==> config.mk <==
export PLATFORM = sky130hd
export DESIGN_NAME = burst_fill_seq
export DESIGN_NICKNAME = d
export VERILOG_FILES = /design/src/rtl/bfs_pkg.sv /design/src/rtl/bfs_ptr.sv /design/src/rtl/bfs_lane.sv /design/src/rtl/burst_fill_seq.sv
export SDC_FILE = /design/constraint.sdc
export NUM_CORES = 1
export LEC_CHECK = 0
export BUFFER_PORTS_ARGS = -buffer_cell sky130_fd_sc_hd__buf_4
export CAP_MARGIN = 20
export CORE_MARGIN = 2
export CORE_UTILIZATION = 52
export CTS_CLUSTER_DIAMETER = 80
export CTS_CLUSTER_SIZE = 12
export DETAILED_ROUTE_END_ITERATION = 6
export GPL_TIMING_DRIVEN = 1
export PLACE_DENSITY = 0.86
export REMOVE_ABC_BUFFERS = 1
export SLEW_MARGIN = 25
export SYNTH_ARGS = -nofsm -noshare
export SYNTH_HDL_FRONTEND = slang
export SYNTH_HIERARCHICAL = 1
export SYNTH_SLANG_ARGS = --single-unit
==> constraint.sdc <==
create_clock -name clk -period 3.5 [get_ports clk]
set_input_delay 0.525 -clock clk [delete_from_list [all_inputs] [get_ports clk]]
set_output_delay 0.525 -clock clk [all_outputs]
set_load 0.02 [all_outputs]
==> src/rtl/bfs_pkg.sv <==
package bfs_pkg;

    typedef enum logic [1:0] {
        ST_IDLE = 2'd0,
        ST_CRIT = 2'd1,
        ST_FILL = 2'd2
    } fill_state_e;

endpackage

==> src/rtl/bfs_ptr.sv <==
// Beat counter and wrapping word pointer for one line burst.
module bfs_ptr #(
    parameter int IDX_W = 3
) (
    input  logic             clk,
    input  logic             rst_n,
    input  logic             load,
    input  logic [IDX_W-1:0] start_idx,
    input  logic             narrow,
    input  logic             advance,
    output logic [IDX_W-1:0] idx_q,
    output logic             last_beat,
    output logic             crit_beat
);
    localparam int          WORDS      = 1 << IDX_W;
    localparam logic [IDX_W-1:0] NARROW_LAST = IDX_W'(WORDS - 1);
    localparam logic [IDX_W-1:0] WIDE_LAST   = IDX_W'(WORDS / 2 - 1);
    localparam logic [IDX_W-1:0] STEP_ONE    = IDX_W'(1);
    localparam logic [IDX_W-1:0] STEP_TWO    = IDX_W'(2);

    logic [IDX_W-1:0] beat_q;
    logic [IDX_W-1:0] step;

    assign step      = narrow ? STEP_ONE : STEP_TWO;
    assign last_beat = (beat_q == (narrow ? NARROW_LAST : WIDE_LAST));
    // the critical double word is complete after one wide or two narrow beats
    assign crit_beat = (beat_q == (narrow ? STEP_ONE : '0));

    always_ff @(posedge clk) begin
        if (!rst_n) begin
            idx_q  <= '0;
            beat_q <= '0;
        end else if (load) begin
            idx_q  <= start_idx;
            beat_q <= '0;
        end else if (advance) begin
            idx_q  <= idx_q + step;   // wraps modulo the line length
            beat_q <= beat_q + STEP_ONE;
        end
    end
endmodule

==> src/rtl/bfs_lane.sv <==
// Maps one bus beat onto the two word lanes of a double-word write.
module bfs_lane #(
    parameter int IDX_W  = 3,
    parameter int WORD_W = 32
) (
    input  logic                  narrow,
    input  logic [IDX_W-1:0]      idx,
    input  logic [2*WORD_W-1:0]   data,
    output logic [1:0]            mask,
    output logic [IDX_W-2:0]      dw,
    output logic [2*WORD_W-1:0]   wdata
);
    assign dw = idx[IDX_W-1:1];

    for (genvar g = 0; g < 2; g++) begin : g_lane
        always_comb begin
            if (narrow) begin
                mask[g]                       = (idx[0] == g[0]);
                wdata[g*WORD_W +: WORD_W]     = data[WORD_W-1:0];
            end else begin
                mask[g]                       = 1'b1;
                wdata[g*WORD_W +: WORD_W]     = data[g*WORD_W +: WORD_W];
            end
        end
    end
endmodule

==> src/rtl/burst_fill_seq.sv <==
module burst_fill_seq
    import bfs_pkg::*;
#(
    parameter int  ADDR_W     = 32,
    parameter int  WORD_W     = 32,
    parameter int  LINE_WORDS = 8,
    localparam int IDX_W      = $clog2(LINE_WORDS),
    localparam int DW_W       = IDX_W - 1,
    localparam int BYTE_SH    = $clog2(WORD_W / 8),
    localparam int OFF_W      = IDX_W + BYTE_SH,
    localparam int LINE_W     = ADDR_W - OFF_W,
    localparam int BUS_W      = 2 * WORD_W
) (
    input  logic              clk,
    input  logic              rst_n,
    input  logic              cfg_narrow,
    input  logic              req_valid,
    input  logic [LINE_W-1:0] req_line,
    input  logic [DW_W-1:0]   req_crit_dw,
    output logic              req_ready,
    output logic              bus_req,
    output logic [ADDR_W-1:0] bus_addr,
    input  logic              beat_valid,
    input  logic [BUS_W-1:0]  beat_data,
    output logic [1:0]        wr_mask,
    output logic [DW_W-1:0]   wr_dw,
    output logic [BUS_W-1:0]  wr_data,
    output logic              crit_pulse,
    output logic              line_done
);
    fill_state_e       state_q, state_d;
    logic              mode_q;
    logic [LINE_W-1:0] line_q;
    logic              accept, take;
    logic [IDX_W-1:0]  idx_q;
    logic              last_beat, crit_beat;
    logic [1:0]        lane_mask;
    logic [DW_W-1:0]   lane_dw;
    logic [BUS_W-1:0]  lane_data;

    logic [1:0]        wr_mask_q;
    logic [DW_W-1:0]   wr_dw_q;
    logic [BUS_W-1:0]  wr_data_q;
    logic              crit_q, done_q;

    assign accept = (state_q == ST_IDLE) && req_valid;
    assign take   = (state_q != ST_IDLE) && beat_valid;

    bfs_ptr #(.IDX_W(IDX_W)) u_ptr (
        .clk       (clk),
        .rst_n     (rst_n),
        .load      (accept),
        .start_idx ({req_crit_dw, 1'b0}),
        .narrow    (mode_q),
        .advance   (take),
        .idx_q     (idx_q),
        .last_beat (last_beat),
        .crit_beat (crit_beat)
    );

    bfs_lane #(.IDX_W(IDX_W), .WORD_W(WORD_W)) u_lane (
        .narrow (mode_q),
        .idx    (idx_q),
        .data   (beat_data),
        .mask   (lane_mask),
        .dw     (lane_dw),
        .wdata  (lane_data)
    );

    // request capture: line and bus width held for the whole burst
    always_ff @(posedge clk) begin
        if (!rst_n) begin
            mode_q <= 1'b0;
            line_q <= '0;
        end else if (accept) begin
            mode_q <= cfg_narrow;
            line_q <= req_line;
        end
    end

    // state register
    always_ff @(posedge clk) begin
        if (!rst_n) state_q <= ST_IDLE;
        else        state_q <= state_d;
    end

    always_comb begin
        state_d = state_q;
        unique case (state_q)
            ST_IDLE: if (accept) state_d = ST_CRIT;
            ST_CRIT: if (take && crit_beat) state_d = last_beat ? ST_IDLE : ST_FILL;
            ST_FILL: if (take && last_beat) state_d = ST_IDLE;
            default: state_d = ST_IDLE;
        endcase
    end

    // registered write port and event pulses
    always_ff @(posedge clk) begin
        if (!rst_n) begin
            wr_mask_q <= '0;
            wr_dw_q   <= '0;
            wr_data_q <= '0;
            crit_q    <= 1'b0;
            done_q    <= 1'b0;
        end else begin
            wr_mask_q <= take ? lane_mask : 2'b00;
            if (take) begin
                wr_dw_q   <= lane_dw;
                wr_data_q <= lane_data;
            end
            crit_q <= take && (state_q == ST_CRIT) && crit_beat;
            done_q <= take && last_beat;
        end
    end

    assign req_ready  = (state_q == ST_IDLE);
    assign bus_req    = (state_q != ST_IDLE);
    assign bus_addr   = {line_q, idx_q, {BYTE_SH{1'b0}}};
    assign wr_mask    = wr_mask_q;
    assign wr_dw      = wr_dw_q;
    assign wr_data    = wr_data_q;
    assign crit_pulse = crit_q;
    assign line_done  = done_q;
endmodule

Yosys cells after proc, flatten, opt, wreduce, memory -nomap -nowiden
Cells that the tools add are included.
W data, S select, Z words.
- add/sub/neg operators: 2
- bitwise gates (word level): 2
- equality and inequality tests: 7
- muxes and demuxes: 13
- reductions and logical operators: 12
- operator list (kind ; count):
    $mux W32 ; 1
    $mux W2 ; 5
    $mux W3 ; 3
    $eq A3 B3 Y1 ; 2
    $logic_and A1 B1 Y1 ; 6
    $pmux W2 S3 ; 1
    $ne A2 B2 Y1 const B ; 2
    $reduce_bool A2 Y1 ; 2
    $add A3 B1 Y3 const B ; 1
    $add A3 B3 Y3 ; 1
    $mux W1 ; 3
    $reduce_and A3 Y1 ; 1
    $eq A2 B1 Y1 const B ; 1
    $eq A2 B2 Y1 const B ; 1
    $logic_not A2 Y1 ; 1
    $ne A2 B1 Y1 const B ; 1
    $not A1 Y1 ; 2
    $reduce_and A2 Y1 ; 1
    $reduce_or A2 Y1 ; 1
- register bits after elaboration: 106
- input bits: 98

Logic depth before layout (Yosys ltp)
- word-level depth: 5
- mapped depth: 6

Cells and area by module
The synthesis kept the hierarchy.
- by module, submodules not included (module ; times used ; seq. area each (um^2) ; area an instance (um^2) ; cells each):
    burst_fill_seq ; 1 ; 2001.9 ; 3669.8 ; 443
    bfs_lane ; 1 ; 0.0 ; 802.0 ; 72
    bfs_ptr ; 1 ; 120.1 ; 347.8 ; 34

Least setup slack after synthesis
Ideal clock, no wire load.
- path type: register to register
- from: reg u_ptr.idx_q[0]
- to: reg u_ptr.idx_q[2]
- slack: 1986 ps
- arrival: 1396 ps
- path buffers: 0
- cell stages (with the launch flop): 5
- clock period less this slack: 1514 ps
- library setup time: 118 ps
- required time: 3382 ps
- path through: dfxtp_1 -> ha_1 -> fa_1 -> a211o_1 -> o2111a_1
- word-level cells in the longest chain between the ends: 3
- RTL lines (what ; RTL line ; text):
    start, declared ; bfs_ptr.sv:11 ; output logic [IDX_W-1:0] idx_q,
    start signal, assigned ; bfs_ptr.sv:34 ; idx_q <= start_idx;
    start signal, assigned ; bfs_ptr.sv:37 ; idx_q <= idx_q + step;
    $add A3 B3 Y3 ; bfs_ptr.sv:37 ;
    $mux W3 ; bfs_ptr.sv:36 ; end else if (advance) begin
    $mux W3 ; bfs_ptr.sv:33 ; end else if (load) begin
No other way between the ends. The select of a mux whose other input is x is not followed.
A chain may end at the register's enable or synchronous reset.

Worst setup path in the final report
- from: reg mode_q
- to: reg state_q[1]
- word-level cells in the longest chain between the ends: 5
- elaborated cells between the ends (all ways): 12
- classes of those cells: 4 x eq/ne; 5 x mux; 3 x reduce/logical
- RTL lines (what ; RTL line ; text):
    start, declared ; burst_fill_seq.sv:32 ; logic mode_q;
    start signal, assigned ; burst_fill_seq.sv:76 ; mode_q <= cfg_narrow;
    $mux W1 ; bfs_ptr.sv:27 ; assign crit_beat = (beat_q == (narrow ? STEP_ONE : '0));
    $eq A3 B3 Y1 ; bfs_ptr.sv:27 ;
    via crit_beat ; burst_fill_seq.sv:36 ; logic last_beat, crit_beat;
    $logic_and A1 B1 Y1 ; burst_fill_seq.sv:91 ; ST_CRIT: if (take && crit_beat) state_d = last_beat ? ST_IDLE : ST_FILL;
    $ne A2 B2 Y1 (no line) ; n/a ;
    $reduce_and A3 Y1 (no line) ; n/a ;
    end signal, assigned ; burst_fill_seq.sv:84 ; else state_q <= state_d;
    end, declared ; burst_fill_seq.sv:31 ; fill_state_e state_q, state_d;
The timed path passes the listed nets, and every way through them passes these cells. The select of a mux whose other input is x is not followed.

==> flow_summary.yaml <==
detailed_routing:
  totalWireLength_um: 11000
  drc_errors: 0
  first_pass_iters: 6
  routedWlPerCell_um: 13.7
  vias: 4139
  dr.first_iter.drc_count: 119
  antenna_left: 0
  avgViaCountPerCell: 5.15
pwr:
  power_density_nw_per_um2: 451
  leakagePower_nw: 2.78
  power_mw: 2.78
  ir_drop_v: 0.000235
run_status:
  status: "finished, final reports clean"
setup_path:
  regToRegSetupSlack_ps: 1430
  cp.arrival_ps: 2390
  crit_path_start_kind: "register"
  critPathCaptureType: "register"
  crit_required_ps: 3820
  r2r-start: "mode_q"
  crit_type: "reg -> reg"
  critPathMaxFanout: 21
  r2r_cells: 6
  r2r-end: "state_q[1]"
placement:
  dpl_worst_slack_ps: 1380
  placed_area_sq_um: 5930
  dpl.hpwl_um: 8000
  place.gp.congestion: 0.793
  portBuffers: 199
floorplanning:
  core_area_sq_um: 9110
  die_height_um: 100
  core.rowCount: 35
  ioPinCount: 202
  die_w_um: 100
  initial_core_util: 0.529
  die_area_sq_um: 10100
timing:
  fin_crit_sh: 0.591
  fin_ws_ps: 1430
  relSlewSlack: 0.418
  finalHoldViolCount: 0
  worstMarginPinSlew_ps: 874
  clock.fmax_mhz: 483
  fin_crit_ps: 2070
  rsz0062_at_grt: "false"
  finClkSkew_ps: 18.3
  finalSetupTns_ps: 0
  final-setup-viol-count: 0
  slew_violations: 0
cts:
  postCtsSetupRepairBufs: 0
  ctsHoldBuffers: 0
  root_buffer: "clkbuf_8"
  clk_path_buf_depth: 2
  cts_buffers: 9
  cts_tree: "done"
  cts_htree_levels: 3
  cts-resized-gates: 0
  clkTransAtPathRegs_ps: 110
  worstSkewPairLatency_ps: 360
  clock-sinks: 106
synth:
  ys_types: 36
  synth_area_per_cell_sq_um: 8.78
  yosys_warnings: 6
  synth_flop_cell: "dfxtp_1"
  synth-async-reset-ratio: 0
  ys_seq_area_frac: 0.440
  ys_ff_latch: 106
  synthCells: 549
  synth_edf_count: 0
  syn_area_sq_um: 4820
min_path:
  min_to: "line_q[19]"
  hp-class: "in -> reg"
  hold_start: "req_line[19]"
  min_path_cells: 3
layout:
  mostFrequentLayoutCell: "buf_4"
  antenna-diode-count: 0
  fin_nets: 788
  finalInstanceArea_sq_um: 6160
  final_cell_mix: "buf_4, dfxtp_1, nand2_1"
  drive_above_1_share: 0.373
  area_growth_pct: 27.9
grt:
  grt_pass1_vias: 3824
  gr-total-overflow: 0
  antenna_found_initial: 0
  grt_max_degree: 93
  grt_pass1_wl_um: 17200
  track_usage: 0.211
job:
  maxCapViolCount: 0
-- cell usage after synthesis, drive strengths merged (2+ instances only) --
cell / count / area share
dfxtp: 106 / 0.44
nand2: 96 / 0.075
o21ai: 96 / 0.10
nand3: 95 / 0.099
buf: 65 / 0.11
mux2: 32 / 0.097
clkbuf: 17 / 0.013
inv: 6 / 0.0047
nor2: 5 / 0.0039
a211oi: 3 / 0.0047
and3: 3 / 0.0039
mux2i: 3 / 0.0062
ha: 2 / 0.0052
nand2b: 2 / 0.0026
nor2b: 2 / 0.0026
nor3: 2 / 0.0021
xnor2: 2 / 0.0036
-- cell type report --
class	count	area, sq um
fillers	717	2950
flip-flops and latches	106	2120
multi-input cells	357	2080
repair buffers	207	1570
well taps	111	139
clock buffers	10	128
clock inverters	6	95.1
inverters	6	22.5
-- metrics by stage --
stage | std cells | util | hold slack (ps)
2_1_floorplan | 469 | - | 489
3_3_place_gp | 786 | 0.651 | 440
3_5_place_dp | 786 | 0.651 | 449
4_1_cts | 802 | 0.675 | 359
5_1_grt | 803 | 0.677 | 364
6_report | 803 | 0.677 | 377
-- cell families after synthesis --
family	share of synthesized area
simple gates	0.196
flops	0.440
compound gates	0.116
buf+inv	0.130
mux	0.103
fa+ha+maj	0.00935
xor+xnor	0.00545
other cells	0.000778
-- flip-flops by register name (all words and copies together) (netlist names) --
register and count:
wr_data 64, mode_q 1, state_q 2, line_done 1, crit_pulse 1, wr_mask 2
u_ptr/beat_q 3, wr_dw 2, u_ptr/idx_q 3, line_q 27
-- worst max-delay path: stages (launching register included) --
cell     delay, ps
dfxtp_2        740
buf_4          480
xor2_1         150
nor3_1         220
nand3_1        160
nor3_1         160
o21a_1         130
-- power breakdown --
| part | internal, mW | switching [mW] | total, mW |
|---|---|---|---|
| Sequential | 1.29 | 0.0593 | 1.35 |
| Clock | 0.413 | 0.422 | 0.835 |
| Combinational | 0.283 | 0.313 | 0.596 |
| Total | 1.98 | 0.795 | 2.78 |
-- worst max path at each step --
stage	end	start	cells past startpoint
2_1_floorplan	u_ptr/idx_q[2]	state_q[1]	4
3_3_place_gp	line_q[17]	req_valid	5
3_5_place_dp	line_q[15]	req_valid	5
4_1_cts	state_q[1]	mode_q	6
5_1_grt	state_q[1]	mode_q	6
6_report	state_q[1]	mode_q	6
-- metal layers --
metal,vias to the layer above,share of wire,GRT usage
met5,-,0,0
met4,0,0.014,0.0717
met3,13,0.093,0.0752
met2,162,0.48,0.356
met1,1870,0.41,0.249
li1,2094,-,-
No activity file was read; power rests on OpenSTA's default activity.
